File: src/rtl/irqEvtPkg.sv
package irqEvtPkg;
  localparam int SRC_COUNT = 8;

  typedef struct packed {
    logic setFlag;
    logic clrReq;
    logic rdMark;
    logic ackLoad;
    logic gcSet;
    logic gcClr;
  } irqStrobeT;
endpackage

File: src/rtl/irqEvtCtrl.sv
module irqEvtCtrl
  import irqEvtPkg::*;
(
  input  logic      clk,
  input  logic      rstN,
  input  logic      masterMode,
  input  logic      waitEn,
  input  logic      ackChkEn,
  input  logic      arbIrqEn,
  input  logic      stopMask,
  input  logic      startSeen,
  input  logic      stopSeen,
  input  logic      sclFall8,
  input  logic      sclRise9,
  input  logic      ackValid,
  input  logic      ackBit,
  input  logic      arbLost,
  input  logic      addrMatch,
  input  logic      gcMatch,
  input  logic      rwBit,
  input  logic      rdStrobe,
  input  logic      clrWr,
  input  logic      clrVal,
  output irqStrobeT strb,
  output logic      slaveActive
);
  logic firstFrame;
  logic arbHeld;
  logic gcHit;
  logic windowClose;
  logic byteEnd;
  logic [SRC_COUNT-1:0] setSrc;

  assign gcHit       = gcMatch && !rwBit;
  assign windowClose = startSeen || stopSeen;
  assign byteEnd     = waitEn ? sclFall8 : sclRise9;

  always_comb begin
    setSrc    = '0;
    setSrc[0] = masterMode && startSeen;
    setSrc[1] = masterMode && byteEnd;
    setSrc[2] = ackChkEn && ackValid && ackBit;
    setSrc[3] = arbIrqEn && arbLost;
    setSrc[4] = arbHeld && firstFrame && sclRise9;
    setSrc[5] = addrMatch || gcHit;
    setSrc[6] = !masterMode && slaveActive && sclRise9;
    setSrc[7] = stopSeen && !stopMask;
  end

  always_comb begin
    strb.setFlag = |setSrc;
    strb.clrReq  = clrWr && !clrVal;
    strb.rdMark  = rdStrobe;
    strb.ackLoad = ackValid;
    strb.gcSet   = gcHit;
    strb.gcClr   = windowClose;
  end

  always_ff @(posedge clk or negedge rstN) begin
    if (!rstN) begin
      slaveActive <= 1'b0;
      firstFrame  <= 1'b0;
      arbHeld     <= 1'b0;
    end else begin
      if (windowClose)                slaveActive <= 1'b0;
      else if (addrMatch || gcHit)    slaveActive <= 1'b1;
      if (startSeen)                  firstFrame <= 1'b1;
      else if (sclRise9)              firstFrame <= 1'b0;
      if (stopSeen)                   arbHeld <= 1'b0;
      else if (arbLost)               arbHeld <= 1'b1;
    end
  end

  AST_WINDOW_CLOSE: assert property (@(posedge clk) disable iff (!rstN)
    windowClose |=> !slaveActive) else $error("window not closed");

  AST_STOP_MASKED: assert property (@(posedge clk) disable iff (!rstN)
    (stopSeen && stopMask && !startSeen && !sclFall8 && !sclRise9 && !ackValid &&
     !arbLost && !addrMatch && !gcMatch) |-> !strb.setFlag) else $error("masked stop set");
endmodule

File: src/rtl/irqEvtData.sv
module irqEvtData
  import irqEvtPkg::*;
(
  input  logic      clk,
  input  logic      rstN,
  input  irqStrobeT strb,
  input  logic      ackBit,
  input  logic      globalIrqEn,
  output logic      irqFlag,
  output logic      irqOut,
  output logic      ackStatus,
  output logic      gcStatus
);
  logic readSeen;

  always_ff @(posedge clk or negedge rstN) begin
    if (!rstN) begin
      irqFlag   <= 1'b0;
      readSeen  <= 1'b0;
      ackStatus <= 1'b0;
      gcStatus  <= 1'b0;
    end else begin
      if (strb.setFlag)                   irqFlag <= 1'b1;
      else if (strb.clrReq && readSeen)   irqFlag <= 1'b0;
      if (strb.clrReq)                    readSeen <= 1'b0;
      else if (strb.rdMark && irqFlag)    readSeen <= 1'b1;
      if (strb.ackLoad)                   ackStatus <= ackBit;
      if (strb.gcClr)                     gcStatus <= 1'b0;
      else if (strb.gcSet)                gcStatus <= 1'b1;
    end
  end

  assign irqOut = irqFlag && globalIrqEn;

  AST_SET_WINS: assert property (@(posedge clk) disable iff (!rstN)
    strb.setFlag |=> irqFlag) else $error("set lost");

  AST_RISE_HAS_CAUSE: assert property (@(posedge clk) disable iff (!rstN)
    $rose(irqFlag) |-> $past(strb.setFlag)) else $error("spurious set");

  AST_FALL_NEEDS_READ: assert property (@(posedge clk) disable iff (!rstN)
    $fell(irqFlag) |-> ($past(readSeen) && $past(strb.clrReq))) else $error("clear w/o read");

  AST_ACK_LOAD: assert property (@(posedge clk) disable iff (!rstN)
    strb.ackLoad |=> (ackStatus == $past(ackBit))) else $error("ack not loaded");

  AST_IRQ_GATED: assert property (@(posedge clk) disable iff (!rstN)
    !globalIrqEn |-> !irqOut) else $error("irq leaks");
endmodule

File: src/rtl/i2cIrqFlag.sv
module i2cIrqFlag
  import irqEvtPkg::*;
(
  input  logic clk,
  input  logic rstN,
  input  logic masterMode,
  input  logic waitEn,
  input  logic ackChkEn,
  input  logic arbIrqEn,
  input  logic stopMask,
  input  logic globalIrqEn,
  input  logic startSeen,
  input  logic stopSeen,
  input  logic sclFall8,
  input  logic sclRise9,
  input  logic ackValid,
  input  logic ackBit,
  input  logic arbLost,
  input  logic addrMatch,
  input  logic gcMatch,
  input  logic rwBit,
  input  logic rdStrobe,
  input  logic clrWr,
  input  logic clrVal,
  output logic irqFlag,
  output logic irqOut,
  output logic ackStatus,
  output logic gcStatus,
  output logic slaveActive
);
  irqStrobeT strb;

  irqEvtCtrl ctrl_i (
    .clk(clk), .rstN(rstN), .masterMode(masterMode), .waitEn(waitEn),
    .ackChkEn(ackChkEn), .arbIrqEn(arbIrqEn), .stopMask(stopMask),
    .startSeen(startSeen), .stopSeen(stopSeen), .sclFall8(sclFall8),
    .sclRise9(sclRise9), .ackValid(ackValid), .ackBit(ackBit),
    .arbLost(arbLost), .addrMatch(addrMatch), .gcMatch(gcMatch),
    .rwBit(rwBit), .rdStrobe(rdStrobe), .clrWr(clrWr), .clrVal(clrVal),
    .strb(strb), .slaveActive(slaveActive)
  );

  irqEvtData data_i (
    .clk(clk), .rstN(rstN), .strb(strb), .ackBit(ackBit),
    .globalIrqEn(globalIrqEn), .irqFlag(irqFlag), .irqOut(irqOut),
    .ackStatus(ackStatus), .gcStatus(gcStatus)
  );
endmodule

File: config.mk
export PLATFORM = sky130hd
export DESIGN_NAME = i2cIrqFlag
export DESIGN_NICKNAME = d
export VERILOG_FILES = /design/src/rtl/irqEvtPkg.sv /design/src/rtl/irqEvtCtrl.sv /design/src/rtl/irqEvtData.sv /design/src/rtl/i2cIrqFlag.sv
export SDC_FILE = /design/constraint.sdc
export NUM_CORES = 1
export LEC_CHECK = 0
export ABC_CLOCK_PERIOD_IN_PS = 950
export BUFFER_PORTS_ARGS = -buffer_cell sky130_fd_sc_hd__buf_2
export CORE_AREA = 2 2 39 41
export DETAILED_ROUTE_END_ITERATION = 16
export DIE_AREA = 0 0 41 43
export GPL_TIMING_DRIVEN = 0
export PLACE_DENSITY_LB_ADDON = 0.2
export SLEW_MARGIN = 20
export SYNTH_ARGS = -nofsm -noshare
export SYNTH_HDL_FRONTEND = slang
export SYNTH_SLANG_ARGS = --single-unit
File: constraint.sdc
create_clock -name clk -period 0.95 [get_ports clk]
set_input_delay 0.1425 -clock clk [delete_from_list [all_inputs] [get_ports clk]]
set_output_delay 0.1425 -clock clk [all_outputs]
set_load 0.02 [all_outputs]
==> out/qor.yml <==
yosys:
  ys_ff_latch: 7
  seq_area_frac_synth_pct: 53.2
  syn_nets: 54
  syn_area_per_cell_sq_um: 9.97
  ys_types: 16
  yosys_warnings: 0
  syn-cell-area_sq_um: 329
  synthCells: 33
sta:
  fin_crit_sh_pct: 110
  grt_setup_unrepaired: "true"
  fin_crit_ns: 1.04
  slew-limit-headroom_pct: 79.8
  hold_viol_final: 0
  worstMarginPinSlew_ns: 0.302
  setup_tns_ns: -0.0928
  report.final.slew_viol_count: 0
  layout_setup_ws_ns: -0.0928
  fin_skew_ns: 0.00233
  max_freq_mhz: 959
  setup_viol: 1
setup_path:
  reg2regPathDepth: 4
  worst_ep_arrival_time_ns: 0.90
  crit_type: "flop to primary output"
  worstSetupStartpoint: "data_i.irqFlag$_DFFE_PN0P_"
  r2r_setup_slack_ns: 0.08
  start_kind: "flop"
  end_kind: "primary output"
  reg2reg_from: "ctrl_i.slaveActive$_DFFE_PN0P_"
  critPathCapture: "irqOut"
  r2r_end: "data_i.irqFlag$_DFFE_PN0P_"
  crit_required_ns: 0.81
  crit_path_max_fanout: 4
place:
  port_buffers: 25
  placed_area_sq_um: 474
  place_congestion: 0.725
  pre_cts_ws_ns: -0.00215
  dp_hpwl_um: 624
layout:
  fin_nets: 86
  final_util_pct: 38.8
  area_growth_pct: 63.1
  drive_above_1_share_pct: 54.7
  final_cell_area_sq_um: 537
  antenna_cells: 0
cts:
  cts.path.max_buffers: 2
  cts-buffers-inserted: 3
  clk_latency_ns: 0.24
  clkTransAtPathRegs_ns: 0.05
  cts_sinks: 7
  htree_levels: 1
  ctsRootBufferMaster: "clkbuf_4"
  cts_tree: "built"
power:
  p_per_area_mw_per_mm2: 1360
  peakVddDrop_uv: 536
  p_total_mw: 0.729
  p_leak_nw: 0.266
run_status:
  failed_checks: "setup timing"
  outcome: "complete, but fails checks"
hold_path:
  worstHoldPathCells: 2
  worstHoldStart: "stopSeen"
  hp-class: "input port to flop"
grt:
  grt_overflow: 0
  grt_pass1_vias: 312
  grt_antenna_before_repair: 0
  grt_pass1_wl_um: 1160
  grt_max_degree: 8
  grt_use_total_pct: 9.82
detailed_routing:
  antenna_left: 0
  num_vias: 334
  viasPerCell: 4.18
  routedWlPerCell_um: 9.33
  drt-initial-drc-count: 2
  dr.pass1.iters: 2
  postRouteWirelength_um: 746
  drc: 0
floorplanning:
  coreArea_sq_mm: 0.00138
  start_util_pct: 23.8
  die_height_um: 43
  die_area_sq_mm: 0.00176
  fp-row-count: 14
  die_width_um: 41
  io_pins: 26
flow_run:
  drv_cap: 0
## critical path, cell delays in order (launching register included)
cell,delay [ns]
dfrtp_1,0.40
and2_4,0.15
buf_6,0.12
## timing repair
| action | CTS | global route |
|---|---|---|
| pin swaps | 0 | 1 |
| setup buffers | 0 | 1 |
| endpoints found under the hold margin | 7 | 0 |
| endpoints found under the setup margin | 2 | 4 |
| gates resized for setup | 3 | 3 |
| hold buffers | 1 | 0 |
## sequential cells by signal (all words and copies together), names as in the netlist
signal and cells:
ctrl_i.firstFrame 1, data_i.irqFlag 1, ctrl_i.slaveActive 1, data_i.ackStatus 1, ctrl_i.arbHeld 1, data_i.gcStatus 1
data_i.readSeen 1
## worst min-delay path by stage
stage | endpoint | slack [ns]
2_1_floorplan | ctrl_i.arbHeld$_DFFE_PN0P_ | -0.15
3_3_place_gp | ctrl_i.firstFrame$_DFFE_PN0P_ | -0.02
3_5_place_dp | ctrl_i.firstFrame$_DFFE_PN0P_ | -0.02
4_1_cts | ctrl_i.arbHeld$_DFFE_PN0P_ | 0.09
5_1_grt | ctrl_i.arbHeld$_DFFE_PN0P_ | 0.1
6_report | ctrl_i.arbHeld$_DFFE_PN0P_ | 0.1
## per-layer routing
layer  global-route usage (%)  vias up  routed length [um]  part of all wire [%]
met2                     13.8       15                 330                    44
met5                        0        -                   0                     0
met4                     6.00        0                   4                  0.54
met1                     12.5      140                 348                    47
li1                         -      177                   -                     -
met3                     3.14        2                  63                   8.4
## cell usage in the layout, fill, tap and decap left out
master / Yosys / routed
buf_6: 0 / 2
clkbuf_4: 0 / 3
o21ai_0: 2 / 2
clkbuf_1: 0 / 1
nand4_1: 1 / 1
nor3_1: 3 / 3
dlygate4sd3_1: 0 / 1
nor2_1: 4 / 4
nand3_1: 1 / 1
nand2_1: 3 / 3
nor2b_4: 1 / 1
mux2_2: 1 / 1
a21oi_2: 0 / 1
dfrtp_1: 7 / 7
inv_2: 1 / 1
a2111oi_2: 1 / 1
buf_2: 0 / 23
buf_4: 0 / 1
a21o_1: 1 / 1
nand2b_1: 1 / 1
a21oi_1: 3 / 2
and2_4: 0 / 1
nor2b_1: 2 / 2
## logic make-up after synthesis
kind of cell | after synthesis | synth area share [%]
multiplexers | 1 | 3.42
buffers and inverters | 1 | 1.14
flip-flops | 7 | 53.2
AO/OA/AOI/OAI | 7 | 14.4
AND/OR/NAND/NOR | 17 | 27.8
## cells in the mapped netlist
cell / count / area [sq um]
nor2b_1: 2 / 12.5
nand2b_1: 1 / 6.26
nor2b_4: 1 / 13.8
o21ai_0: 2 / 10.0
mux2_2: 1 / 11.3
a2111oi_2: 1 / 15.0
nand2_1: 3 / 11.3
and2_1: 1 / 6.26
nand4_1: 1 / 6.26
a21o_1: 1 / 7.51
dfrtp_1: 7 / 175
nor2_1: 4 / 15.0
nand3_1: 1 / 5.00
a21oi_1: 3 / 15.0
nor3_1: 3 / 15.0
inv_2: 1 / 3.75
## report_power, final
part           leakage (nW)  total [mW]  internal [mW]  switching [mW]
Sequential           0.0819       0.327          0.317         0.00962
Clock                0.0150       0.259          0.160          0.0991
Combinational         0.169       0.144         0.0774          0.0662
## final cells by class
class,count,area [sq um]
Inverter,1,3.75
Tap cell,16,20.0
Multi-Input combinational cell,25,156
Clock buffer,4,26.3
Fill cell,148,847
Timing Repair Buffer,27,155
Sequential cell,7,175
## per-stage QoR
stage,cells,hold WS [ns]
2_1_floorplan,33,-0.153
4_1_cts,79,0.0878
6_report,80,0.0970
3_5_place_dp,74,-0.0152
3_3_place_gp,74,-0.0166
5_1_grt,80,0.0956
No activity file was read; power rests on OpenSTA's default activity.
